===== config.mk =====
export PLATFORM = sky130hd
export DESIGN_NAME = fifo_uart14
export DESIGN_NICKNAME = d
export VERILOG_FILES = /design/src/rtl/uart14_pkg.sv /design/src/rtl/uart14_tickgen.sv /design/src/rtl/uart14_fifo.sv /design/src/rtl/uart14_tx.sv /design/src/rtl/uart14_rx.sv /design/src/rtl/fifo_uart14.sv
export SDC_FILE = /design/constraint.sdc
export NUM_CORES = 1
export LEC_CHECK = 0
export CAP_MARGIN = 30
export CORE_ASPECT_RATIO = 0.6
export CORE_MARGIN = 1.5
export CORE_UTILIZATION = 34
export CTS_BUF_LIST = sky130_fd_sc_hd__clkbuf_8
export CTS_CLUSTER_DIAMETER = 40
export DETAILED_ROUTE_END_ITERATION = 10
export MAX_ROUTING_LAYER = met4
export PLACE_DENSITY = 0.46
export SLEW_MARGIN = 20
export SYNTH_ARGS = -nofsm -noshare
export SYNTH_HDL_FRONTEND = slang
export SYNTH_SLANG_ARGS = --single-unit

===== constraint.sdc =====
create_clock -name clk -period 4.9 [get_ports clk]
set_input_delay 0.98 -clock clk [delete_from_list [all_inputs] [get_ports clk]]
set_output_delay 0.98 -clock clk [all_outputs]
set_load 0.02 [all_outputs]

===== src/rtl/uart14_pkg.sv =====
// Shared constants and types for the 14-tick serial port.
// Assumes a word-addressed register port of three address bits.
package uart14_pkg;
    localparam logic [2:0] A_DATA  = 3'd0;
    localparam logic [2:0] A_LEVEL = 3'd1;
    localparam logic [2:0] A_IIR   = 3'd2;
    localparam logic [2:0] A_CTRL  = 3'd3;
    localparam logic [2:0] A_RATE  = 3'd4;

    localparam int CTRL_TXIE = 5;
    localparam int CTRL_RXIE = 6;

    typedef enum logic [1:0] {RX_IDLE, RX_START, RX_DATA, RX_STOP} rx_state_e;

    // One entry of the receive queue
    typedef struct packed {
        logic       brk;
        logic       err;
        logic [7:0] data;
    } rx_word_t;
endpackage


===== src/rtl/uart14_tickgen.sv =====
// Tick divider: emits a one-clock tick every rate+1 clocks.
// Assumes rate can change at any time; a lowered rate takes effect at once.
module uart14_tickgen #(
    parameter int RATE_W = 8
) (
    input  logic              clk,
    input  logic              rst_n,
    input  logic [RATE_W-1:0] rate,
    output logic              tick
);
    logic [RATE_W-1:0] cnt;

    assign tick = (cnt >= rate);

    // Count clocks up to the rate value, then wrap
    always_ff @(posedge clk) begin
        if (!rst_n)     cnt <= '0;
        else if (tick)  cnt <= '0;
        else            cnt <= cnt + RATE_W'(1);
    end
endmodule


===== src/rtl/uart14_fifo.sv =====
// Synchronous queue with show-ahead output.
// Assumes DEPTH is a power of two. Push when full and pop when empty are ignored.
module uart14_fifo #(
    parameter int W     = 8,
    parameter int DEPTH = 64,
    localparam int AW   = $clog2(DEPTH),
    localparam int CW   = AW + 1
) (
    input  logic          clk,
    input  logic          rst_n,
    input  logic          push,
    input  logic [W-1:0]  din,
    input  logic          pop,
    output logic [W-1:0]  dout,
    output logic [CW-1:0] count,
    output logic          empty
);
    logic [W-1:0]  mem [DEPTH];
    logic [AW-1:0] wp, rp;
    logic          full, do_push, do_pop;

    assign empty   = (count == '0);
    assign full    = (count == CW'(DEPTH));
    assign do_push = push && !full;
    assign do_pop  = pop && !empty;
    assign dout    = mem[rp];

    // Storage write; contents need no reset
    always_ff @(posedge clk) begin
        if (do_push) mem[wp] <= din;
    end

    // Pointer and occupancy bookkeeping
    always_ff @(posedge clk) begin
        if (!rst_n) begin
            wp    <= '0;
            rp    <= '0;
            count <= '0;
        end else begin
            if (do_push) wp <= wp + AW'(1);
            if (do_pop)  rp <= rp + AW'(1);
            case ({do_push, do_pop})
                2'b10:   count <= count + CW'(1);
                2'b01:   count <= count - CW'(1);
                default: count <= count;
            endcase
        end
    end
endmodule


===== src/rtl/uart14_tx.sv =====
// Transmit shifter: takes one queue entry when idle and sends a 10-bit frame.
// Assumes the queue output is valid whenever q_empty is low.
module uart14_tx #(
    parameter int TPB  = 14,
    localparam int TW  = $clog2(TPB)
) (
    input  logic       clk,
    input  logic       rst_n,
    input  logic       tick,
    input  logic       q_empty,
    input  logic [7:0] q_data,
    output logic       q_pop,
    output logic       busy,
    output logic       txd
);
    logic [9:0]    frame;
    logic [3:0]    bitn;
    logic [TW-1:0] tcnt;

    assign q_pop = !busy && !q_empty;
    assign txd   = busy ? frame[0] : 1'b1;

    // Load a frame when idle, then advance one bit every TPB ticks
    always_ff @(posedge clk) begin
        if (!rst_n) begin
            busy  <= 1'b0;
            frame <= '1;
            bitn  <= '0;
            tcnt  <= '0;
        end else if (q_pop) begin
            busy  <= 1'b1;
            frame <= {1'b1, q_data, 1'b0};
            bitn  <= '0;
            tcnt  <= '0;
        end else if (busy && tick) begin
            if (tcnt == TW'(TPB - 1)) begin
                tcnt  <= '0;
                frame <= {1'b1, frame[9:1]};
                if (bitn == 4'd9) busy <= 1'b0;
                else              bitn <= bitn + 4'd1;
            end else begin
                tcnt <= tcnt + TW'(1);
            end
        end
    end
endmodule


===== src/rtl/uart14_rx.sv =====
// Receive sampler: finds a start edge, samples bits at mid-window, reports one word.
// Assumes rxd is asynchronous; it is synchronised with two flops here.
module uart14_rx
    import uart14_pkg::*;
#(
    parameter int TPB  = 14,
    localparam int TW  = $clog2(TPB),
    localparam int MID = TPB / 2 - 1
) (
    input  logic     clk,
    input  logic     rst_n,
    input  logic     tick,
    input  logic     rxd,
    output logic     push,
    output rx_word_t word
);
    logic          rx_m, rx_s, rx_p;
    rx_state_e     state;
    logic [TW-1:0] tcnt;
    logic [2:0]    bitn;
    logic [7:0]    sh;

    // Synchronise the line and keep the previous sample for edge detection
    always_ff @(posedge clk) begin
        if (!rst_n) begin
            rx_m <= 1'b1;
            rx_s <= 1'b1;
            rx_p <= 1'b1;
        end else begin
            rx_m <= rxd;
            rx_s <= rx_m;
            rx_p <= rx_s;
        end
    end

    // Frame state machine; push pulses for one clock per finished frame
    always_ff @(posedge clk) begin
        if (!rst_n) begin
            state <= RX_IDLE;
            tcnt  <= '0;
            bitn  <= '0;
            sh    <= '0;
            push  <= 1'b0;
            word  <= '0;
        end else begin
            push <= 1'b0;
            case (state)
                RX_IDLE: begin
                    if (rx_p && !rx_s) begin
                        state <= RX_START;
                        tcnt  <= '0;
                    end
                end
                RX_START: begin
                    if (tick) begin
                        if (tcnt == TW'(MID) && rx_s) begin
                            state <= RX_IDLE;
                        end else if (tcnt == TW'(TPB - 1)) begin
                            state <= RX_DATA;
                            tcnt  <= '0;
                            bitn  <= '0;
                        end else begin
                            tcnt <= tcnt + TW'(1);
                        end
                    end
                end
                RX_DATA: begin
                    if (tick) begin
                        if (tcnt == TW'(MID)) sh <= {rx_s, sh[7:1]};
                        if (tcnt == TW'(TPB - 1)) begin
                            tcnt <= '0;
                            if (bitn == 3'd7) state <= RX_STOP;
                            else              bitn  <= bitn + 3'd1;
                        end else begin
                            tcnt <= tcnt + TW'(1);
                        end
                    end
                end
                RX_STOP: begin
                    if (tick) begin
                        if (tcnt == TW'(MID)) begin
                            push      <= 1'b1;
                            word.data <= sh;
                            word.err  <= !rx_s;
                            word.brk  <= !rx_s && (sh == 8'd0);
                            state     <= RX_IDLE;
                        end else begin
                            tcnt <= tcnt + TW'(1);
                        end
                    end
                end
                default: state <= RX_IDLE;
            endcase
        end
    end
endmodule


===== src/rtl/fifo_uart14.sv =====
// Register-mapped serial port: queues, tick divider, shifters and interrupt logic.
// Assumes DEPTH <= 128 so each count fits its 8-bit field in the level register.
module fifo_uart14
    import uart14_pkg::*;
#(
    parameter int DEPTH    = 64,
    parameter int TPB      = 14,
    parameter int RATE_W   = 8,
    parameter int RX_TRIG  = 16,
    parameter int TX_TRIG  = 8,
    parameter int TO_CHARS = 4,
    localparam int CW       = $clog2(DEPTH) + 1,
    localparam int TO_LIMIT = TO_CHARS * 10 * TPB,
    localparam int TOW      = $clog2(TO_LIMIT + 1)
) (
    input  logic        clk,
    input  logic        rst_n,
    input  logic [2:0]  addr,
    input  logic        wr_en,
    input  logic        rd_en,
    input  logic [31:0] wdata,
    output logic [31:0] rdata,
    input  logic        rxd,
    output logic        txd,
    output logic        irq
);
    logic [RATE_W-1:0] rate_q;
    logic              rx_ie, tx_ie, tx_ie_d, tx_pend;
    logic              tick;
    logic              tx_pop, tx_empty, tx_busy;
    logic [7:0]        tx_head;
    logic [CW-1:0]     tx_cnt, rx_cnt;
    logic              rx_push, rx_empty, rx_pop;
    rx_word_t          rx_new, rx_head;
    logic [TOW-1:0]    to_cnt;
    logic              tx_set, tx_clr, rx_trig, rx_to;
    logic              unused_wdata;

    assign unused_wdata = ^wdata[31:8];

    uart14_tickgen #(.RATE_W(RATE_W)) i_tickgen (
        .clk(clk), .rst_n(rst_n), .rate(rate_q), .tick(tick)
    );

    uart14_fifo #(.W(8), .DEPTH(DEPTH)) i_txq (
        .clk(clk), .rst_n(rst_n),
        .push(wr_en && addr == A_DATA), .din(wdata[7:0]),
        .pop(tx_pop), .dout(tx_head), .count(tx_cnt), .empty(tx_empty)
    );

    uart14_tx #(.TPB(TPB)) i_tx (
        .clk(clk), .rst_n(rst_n), .tick(tick),
        .q_empty(tx_empty), .q_data(tx_head), .q_pop(tx_pop),
        .busy(tx_busy), .txd(txd)
    );

    uart14_rx #(.TPB(TPB)) i_rx (
        .clk(clk), .rst_n(rst_n), .tick(tick), .rxd(rxd),
        .push(rx_push), .word(rx_new)
    );

    assign rx_pop = rd_en && (addr == A_DATA);

    uart14_fifo #(.W($bits(rx_word_t)), .DEPTH(DEPTH)) i_rxq (
        .clk(clk), .rst_n(rst_n),
        .push(rx_push), .din(rx_new),
        .pop(rx_pop), .dout(rx_head), .count(rx_cnt), .empty(rx_empty)
    );

    // Software-visible settings: rate and the two interrupt enables
    always_ff @(posedge clk) begin
        if (!rst_n) begin
            rate_q  <= '0;
            rx_ie   <= 1'b0;
            tx_ie   <= 1'b0;
            tx_ie_d <= 1'b0;
        end else begin
            tx_ie_d <= tx_ie;
            if (wr_en && addr == A_RATE) rate_q <= wdata[RATE_W-1:0];
            if (wr_en && addr == A_CTRL) begin
                rx_ie <= wdata[CTRL_RXIE];
                tx_ie <= wdata[CTRL_TXIE];
            end
        end
    end

    // Transmit-low event: new enable at a low level, or a take that leaves a low level
    assign tx_set = tx_ie && ((!tx_ie_d && tx_cnt <= CW'(TX_TRIG)) ||
                              (tx_pop && tx_cnt <= CW'(TX_TRIG + 1)));
    assign tx_clr = wr_en && (addr == A_IIR) && wdata[0];

    // Sticky transmit interrupt; a new event wins over a clear in the same clock
    always_ff @(posedge clk) begin
        if (!rst_n)      tx_pend <= 1'b0;
        else if (tx_set) tx_pend <= 1'b1;
        else if (tx_clr) tx_pend <= 1'b0;
    end

    // Idle-data timer in ticks, restarted by any store or read of the receive queue
    always_ff @(posedge clk) begin
        if (!rst_n)
            to_cnt <= '0;
        else if (rx_empty || rx_push || rx_pop)
            to_cnt <= '0;
        else if (tick && to_cnt != TOW'(TO_LIMIT))
            to_cnt <= to_cnt + TOW'(1);
    end

    assign rx_trig = (rx_cnt >= CW'(RX_TRIG));
    assign rx_to   = (to_cnt == TOW'(TO_LIMIT)) && !rx_empty;
    assign irq     = (tx_pend && tx_ie) || ((rx_trig || rx_to) && rx_ie);

    // Read multiplexer
    always_comb begin
        rdata = '0;
        case (addr)
            A_DATA: begin
                if (rx_empty) rdata[8] = 1'b1;
                else          rdata[10:0] = {rx_head.brk, rx_head.err, 1'b0, rx_head.data};
            end
            A_LEVEL: rdata[15:0] = {8'(tx_cnt), 8'(rx_cnt)};
            A_IIR:   rdata[2:0]  = {rx_to, rx_trig, tx_pend};
            A_CTRL: begin
                rdata[CTRL_RXIE] = rx_ie;
                rdata[CTRL_TXIE] = tx_ie;
            end
            A_RATE:  rdata[RATE_W-1:0] = rate_q;
            default: rdata = '0;
        endcase
    end
endmodule


== Word level (Yosys, flattened, before mapping) ==
Memory sizes are Yosys's and may differ from the RTL's. A register that Yosys moved wholly into a read port is not among the register bits.
Cells that the tools add are included.
Cells by class
  multipliers: 0
  $add $sub $neg: 14
  bitwise logic cells: 2
  equal/unequal tests: 32
  magnitude comparators: 4
  shift-type cells: 0
  reductions and logical operators: 58
  multiplexer cells: 56
  div/mod/pow operators: 0
Operator list (number)
  2-to-1 mux 4 bit: 9
  one-hot mux 7 bit (2 select lines): 2
  2-to-1 mux 9 bit: 3
  adder 6 x 1 -> 6 bit (second input constant): 4
  2-to-1 mux 6 bit: 4
  logical AND 1 bit: 22
  2-to-1 mux 2 bit: 10
  2-to-1 mux 3 bit: 6
  one-hot mux 2 bit (4 select lines): 2
  one-hot mux 4 bit (4 select lines): 1
  AND reduction 3 bit: 5
  adder 7 x 1 -> 7 bit (second input constant): 2
  equality test 7 bit (second input constant): 2
  less-or-equal comparator 7 x 4 -> 1 bit (second input constant): 2
  zero test 7 bit: 2
  nonzero test 2 bit: 7
  subtractor 7 x 1 -> 7 bit (second input constant): 2
  2-to-1 mux 1 bit: 13
  adder 4 x 1 -> 4 bit (second input constant): 3
  equality test 4 bit (second input constant): 3
  inequality test 2 bit (second input constant): 6
  one-hot mux 3 bit (2 select lines): 2
  one-hot mux 3 bit (4 select lines): 1
  adder 10 x 1 -> 10 bit (second input constant): 1
  28 further kinds: 52
Storage, ports and cells
  bits of input ports: 40
  register bits: 117
  bits in read-only memories: 0
  bits in writable memories: 1152
  logic and storage cells: 196
  latch bits: 0
  memories kept: 2
Memory list
  i_rxq.mem: words 64, width 10, read ports 1, clocked after Yosys merged registers in 1, write ports 1, line uart14_fifo.sv:18  | logic [W-1:0] mem [DEPTH];
  i_txq.mem: words 64, width 8, read ports 1, clocked after Yosys merged registers in 1, write ports 1, line uart14_fifo.sv:18

== Depth between registers and ports, before layout ==
  depth after elaboration: 7
  mapped depth: 16
  mapped depth without buffers: 14

== Cells and area by module ==
A second synthesis with hierarchy kept.
Unflattened totals
  cells, all modules: 2852
  area total of the unflattened synthesis: 51523.2 µm²
Modules (own cells, without submodules)
  uart14_fifo at i_rxq: area an instance 25934.9 µm², seq. area each 19718.9 µm², instances 1, cells each 1299
  uart14_fifo at i_txq: area an instance 21225.4 µm², seq. area each 15875.2 µm², instances 1, cells each 1066
  fifo_uart14: area an instance 1451.4 µm², seq. area each 440.4 µm², instances 1, cells each 172
  uart14_rx: area an instance 1410.1 µm², seq. area each 620.6 µm², instances 1, cells each 148
  uart14_tx: area an instance 970.9 µm², seq. area each 360.3 µm², instances 1, cells each 109
  uart14_tickgen: area an instance 530.5 µm², seq. area each 160.2 µm², instances 1, cells each 58

== Worst setup path after synthesis ==
No wires, ideal clock.
  path type: input to register
  start point: in addr[2]
  end point: reg i_txq.count[4]
  arrival: 3.874 ns
  cell stages on the path: 15
  path buffers: 2
  setup time: 0.071 ns
  setup slack: 0.956 ns
  cells stage by stage: buf_2 nor3_1 nand2_1 a21oi_2 inv_1 ha_1 buf_1 xor2_1 ha_1 a21oi_1 o21ai_0 a221oi_1 xor2_1 or3_1 a21oi_1
On the way
  word-level cells in the longest chain between the ends: 5
  elaborated cells on any way between the ends: 7
Ends and longest elaborated chain
  from (decl): line fifo_uart14.sv:18  | input logic [2:0] addr,
  zero test 3 bit (*): line fifo_uart14.sv:47  | .push(wr_en && addr == A_DATA), .din(wdata[7:0]),
  logical AND 1 bit (*): line fifo_uart14.sv:47
  logical AND 1 bit (*): line uart14_fifo.sv:24  | assign do_push = push && !full;
  equality test 2 x 1 -> 1 bit / equality test 2 bit (equally long branches): line uart14_fifo.sv:42  | case ({do_push, do_pop})
  one-hot mux 7 bit (2 select lines) / nonzero test 2 bit (equally long branches)
  to (signal assigned): line uart14_fifo.sv:43  | 2'b10: count <= count + CW'(1);
  to (signal assigned): line uart14_fifo.sv:44  | 2'b01: count <= count - CW'(1);
  to (signal assigned): line uart14_fifo.sv:45  | default: count <= count;
  to (decl): line uart14_fifo.sv:15  | output logic [CW-1:0] count,
Every way passes the cells marked *; elsewhere a longest branch is shown, timed or not.
A chain may end at the register's enable or synchronous reset.

==> flow_metrics.tcl <==
set metrics [dict create \
    via_count_of_the_first_global_routing_pass 27100 \
    grt_max_degree 66 \
    effective_utilization_at_floorplan_pct 34.4 \
    drt_iter0_markers 2695 \
    detailed_placement_hpwl_mm 86.1 \
    drt-vias-per-instance 5.20 \
    syn_area_per_cell_um2 18.9 \
    fillerInstances 13300 \
    clock-root-buffer "clkbuf_8" \
    power.sequential.fraction_pct 52.8 \
    most_frequent_standard_cell_in_the_layout_excluding_fill_and_tap_cells "edfxtp_1" \
    final_cell_utilization_of_the_core_pct 39.4 \
    drv.max_cap_violation_count 0 \
    finClkSkew_ns 0.0412 \
    crit_required_ns 3.92 \
    path_max_fanout 24 \
    number_of_antenna_violations_at_the_first_check_in_global_routing 15 \
    worst_slack_ns 0.112 \
    post-route-min-period_ns 4.79 \
    switching_share_pct 25.6 \
    hold_buffer_count_at_cts 0 \
    top_area_cells_in_the_synthesized_netlist "edfxtp_1, mux4_2, dfxtp_1" \
    grt_setup_unrepaired "no" \
    insertion_delay_ns 0.93 \
    synthArstFlopShare_pct 0 \
    final-max-slew-violation-count 0 \
    register_area_mm2 0.0372 \
    power.leakage_nw 18.7 \
    global_route.overflow_total 0 \
    cellInternalPower_mw 17.0 \
    firstDrtPassIters 8 \
    cts.htree.levels 4 \
    crit_path_end_kind "output pin" \
    fin_crit_sh_pct 97.7 \
    tightest_slew_ns 1.00 \
    yosys_warnings 0 \
    clk_transition_reported_paths_ns 0.06 \
    power_switching_mw 5.83 \
    timing.final.hold_violations 0 \
    synthToLayoutAreaGrowth_pct 14.7 \
    power_per_cell_area_mw_per_mm2 391 \
    worstPathBufferInverterCount 4 \
    synth_enable_flop_cells 1152 \
    clock_share_of_power_pct 36.1 \
    layout.nets 3066 \
    hold_path_class "input port to register" \
    total_power_mw 22.8 \
    max-vdd-ir-drop_mv 0.207 \
    finalWirelength_mm 134 \
    timing.slew.headroom_pct 33.2 \
    clk_path_buf_depth 3 \
    combPwrFrac_pct 11.1 \
    synth_area_mm2 0.0508 \
    final_cell_mix "edfxtp_1, mux4_2, nor2_1" \
    route.detailed.wl_per_inst_um 26.0 \
    synth_seq_area_share_pct 73.2 \
    drt.antenna.violating_nets 0 \
    delay_contributed_by_the_slowest_stage_of_the_critical_path_ns 0.54 \
    ys_seq_elements 1281 \
    ios 74 \
    critical-path-slowest-cell "mux4_2" \
    setup_viol_count_final 0 \
    cp_cell_instances "buf_12 > buf_12 > bufbuf_16 > mux4_2 > mux4_2 > o21ai_0 > nand3_1 > dlygate4sd2_1" \
    post_route_cells_drive_above_1_share_pct 27.0 \
    synth_top_area_share_pct 68.1 \
    drc_errors 0 \
    place_congestion 0.862 \
    status "complete, no violations" \
    timing.critical_path.arrival_ns 3.81 \
    worst-setup-path-type "register to output pin" \
    multi_input_area_mm2 0.0128 \
    critical_path.top_delay_family "multiplexers" \
    die_h_um 302 \
    netlist-cell-type-count 73 \
    tritoncts_num_sinks 1281 \
    dpl_worst_slack_ns 0.267 \
    setup_tns_ns 0 \
    tritoncts "yes" \
    die_width_um 502 \
    synth_top_flop_cell "edfxtp_1" \
    syn-instance-count 2684 \
    fmax_ghz 0.209 \
    port_buffers 32 \
    grt_usage_pct 18.3 \
    core_area_mm2 0.148 \
    fp-row-count 109 \
    vias 26800 \
    synth_largest_area_cell "edfxtp_1" \
    grt_first_pass_wirelength_mm 192 \
    cts_made_buffers 196 \
    critPathLaunchType "register" \
    die_area_mm2 0.152 \
]
[Yosys cell counts, types with 33 or more instances]
master    count
a21oi_1      44
buf_4        38
clkbuf_1     64
dfxtp_1     129
edfxtp_1   1152
mux2i_1      50
mux4_2      318
nand2_1      99
nand3_1      44
nor2_1      245
o21ai_0      41
xor2_1       33
[logic make-up (layout without fill, tap and decap cells)]
group	Yosys count	after routing	synth area share (%)
and+or+nand+nor	520	520	4.68
adders and majority gates	31	31	0.763
other	1	21	0.00738
muxes	384	384	15.4
AOI/OAI and AO/OA	232	232	3.20
xor gates and xnor gates	53	53	0.914
buffers and inverters	182	631	1.83
DFF	1281	1281	73.2
[through the flow]
| stage | instances | cell area (um2) | hold slack, ns |
|---|---|---|---|
| 2_1_floorplan | 2700 | 50900 | 0.386 |
| 3_3_place_gp | 4787 | 54500 | 0.418 |
| 3_5_place_dp | 4788 | 54600 | 0.415 |
| 4_1_cts | 5147 | 58300 | 0.265 |
| 5_1_grt | 5149 | 58300 | 0.312 |
| 6_report | 5151 | 58300 | 0.367 |
[registers in the layout, indices dropped and copies added (netlist names), 3 cells and up, named ones only]
signal	count
i_rx.bitn	3
rate_q	8
i_tx.frame	9
i_rxq.count	7
i_rxq.wp	6
i_tx.tcnt	4
to_cnt	10
i_txq.rp	6
i_rxq.rp	6
i_tickgen.cnt	8
i_rx.sh	8
i_txq.mem	512
i_txq.wp	6
i_txq.count	7
i_rx.tcnt	4
i_rx.word	10
i_tx.bitn	4
i_rxq.mem	640
[power by group through the flow]
stage	logic (mW)	registers [mW]	clock network [mW]
final	2.53	12.0	8.24
after global routing	2.72	12.1	8.96
after CTS	2.55	12.1	8.52
after detailed placement	2.54	12.3	0
after global placement	2.51	12.3	0
after floorplan	1.86	12.2	0
[worst register-to-register path, delay by kind of cell (launching register included)]
kind / cells / cell delay [ns]
adder cells (fa/ha/maj): 2 / 0.56
buffers and inverters: 1 / 0.47
AO/OA/AOI/OAI: 5 / 1.38
AND/OR/NAND/NOR: 3 / 0.83
flip-flops: 1 / 0.42
XOR/XNOR: 2 / 0.29
[worst paths after layout]
| kind | startpoint | to | slack (ns) | cells after the start |
|---|---|---|---|---|
| worst min register to register | i_rx.rx_m | i_rx.rx_s | 0.40 | 1 |
| worst min-delay path | wdata[1] | i_txq.mem[51][1] | 0.37 | 1 |
| worst max register to register | i_txq.count[2] | i_txq.count[4] | 0.89 | 13 |
| worst max-delay path | register | rdata[0] | 0.11 | 8 |
[metal layers]
metal | part of all wire (%) | vias up | GRT usage [%]
li1 | - | 11500 | -
met1 | 49 | 14300 | 27.2
met2 | 42 | 849 | 24.7
met3 | 7.5 | 180 | 4.74
met4 | 1.6 | 0 | 4.57
met5 | 0 | - | -
[layout make-up]
cell class | count | area share (%)
Multi-Input combinational cell | 1237 | 21.9
Clock inverter | 154 | 1.43
Tap cell | 1998 | 4.29
Sequential cell | 1281 | 63.8
Timing Repair Buffer | 250 | 3.64
Antenna cell | 4 | 0.0172
Inverter | 29 | 0.187
Clock buffer | 198 | 4.68
[timing repair]
action,CTS,global route
cloned,2,0
endpoints found under the hold margin,0,0
setup endpoints to repair,10,1
resized for setup,17,1
setup buffers,5,0
pin swaps,0,1
Power figures use the tool's default switching activity.
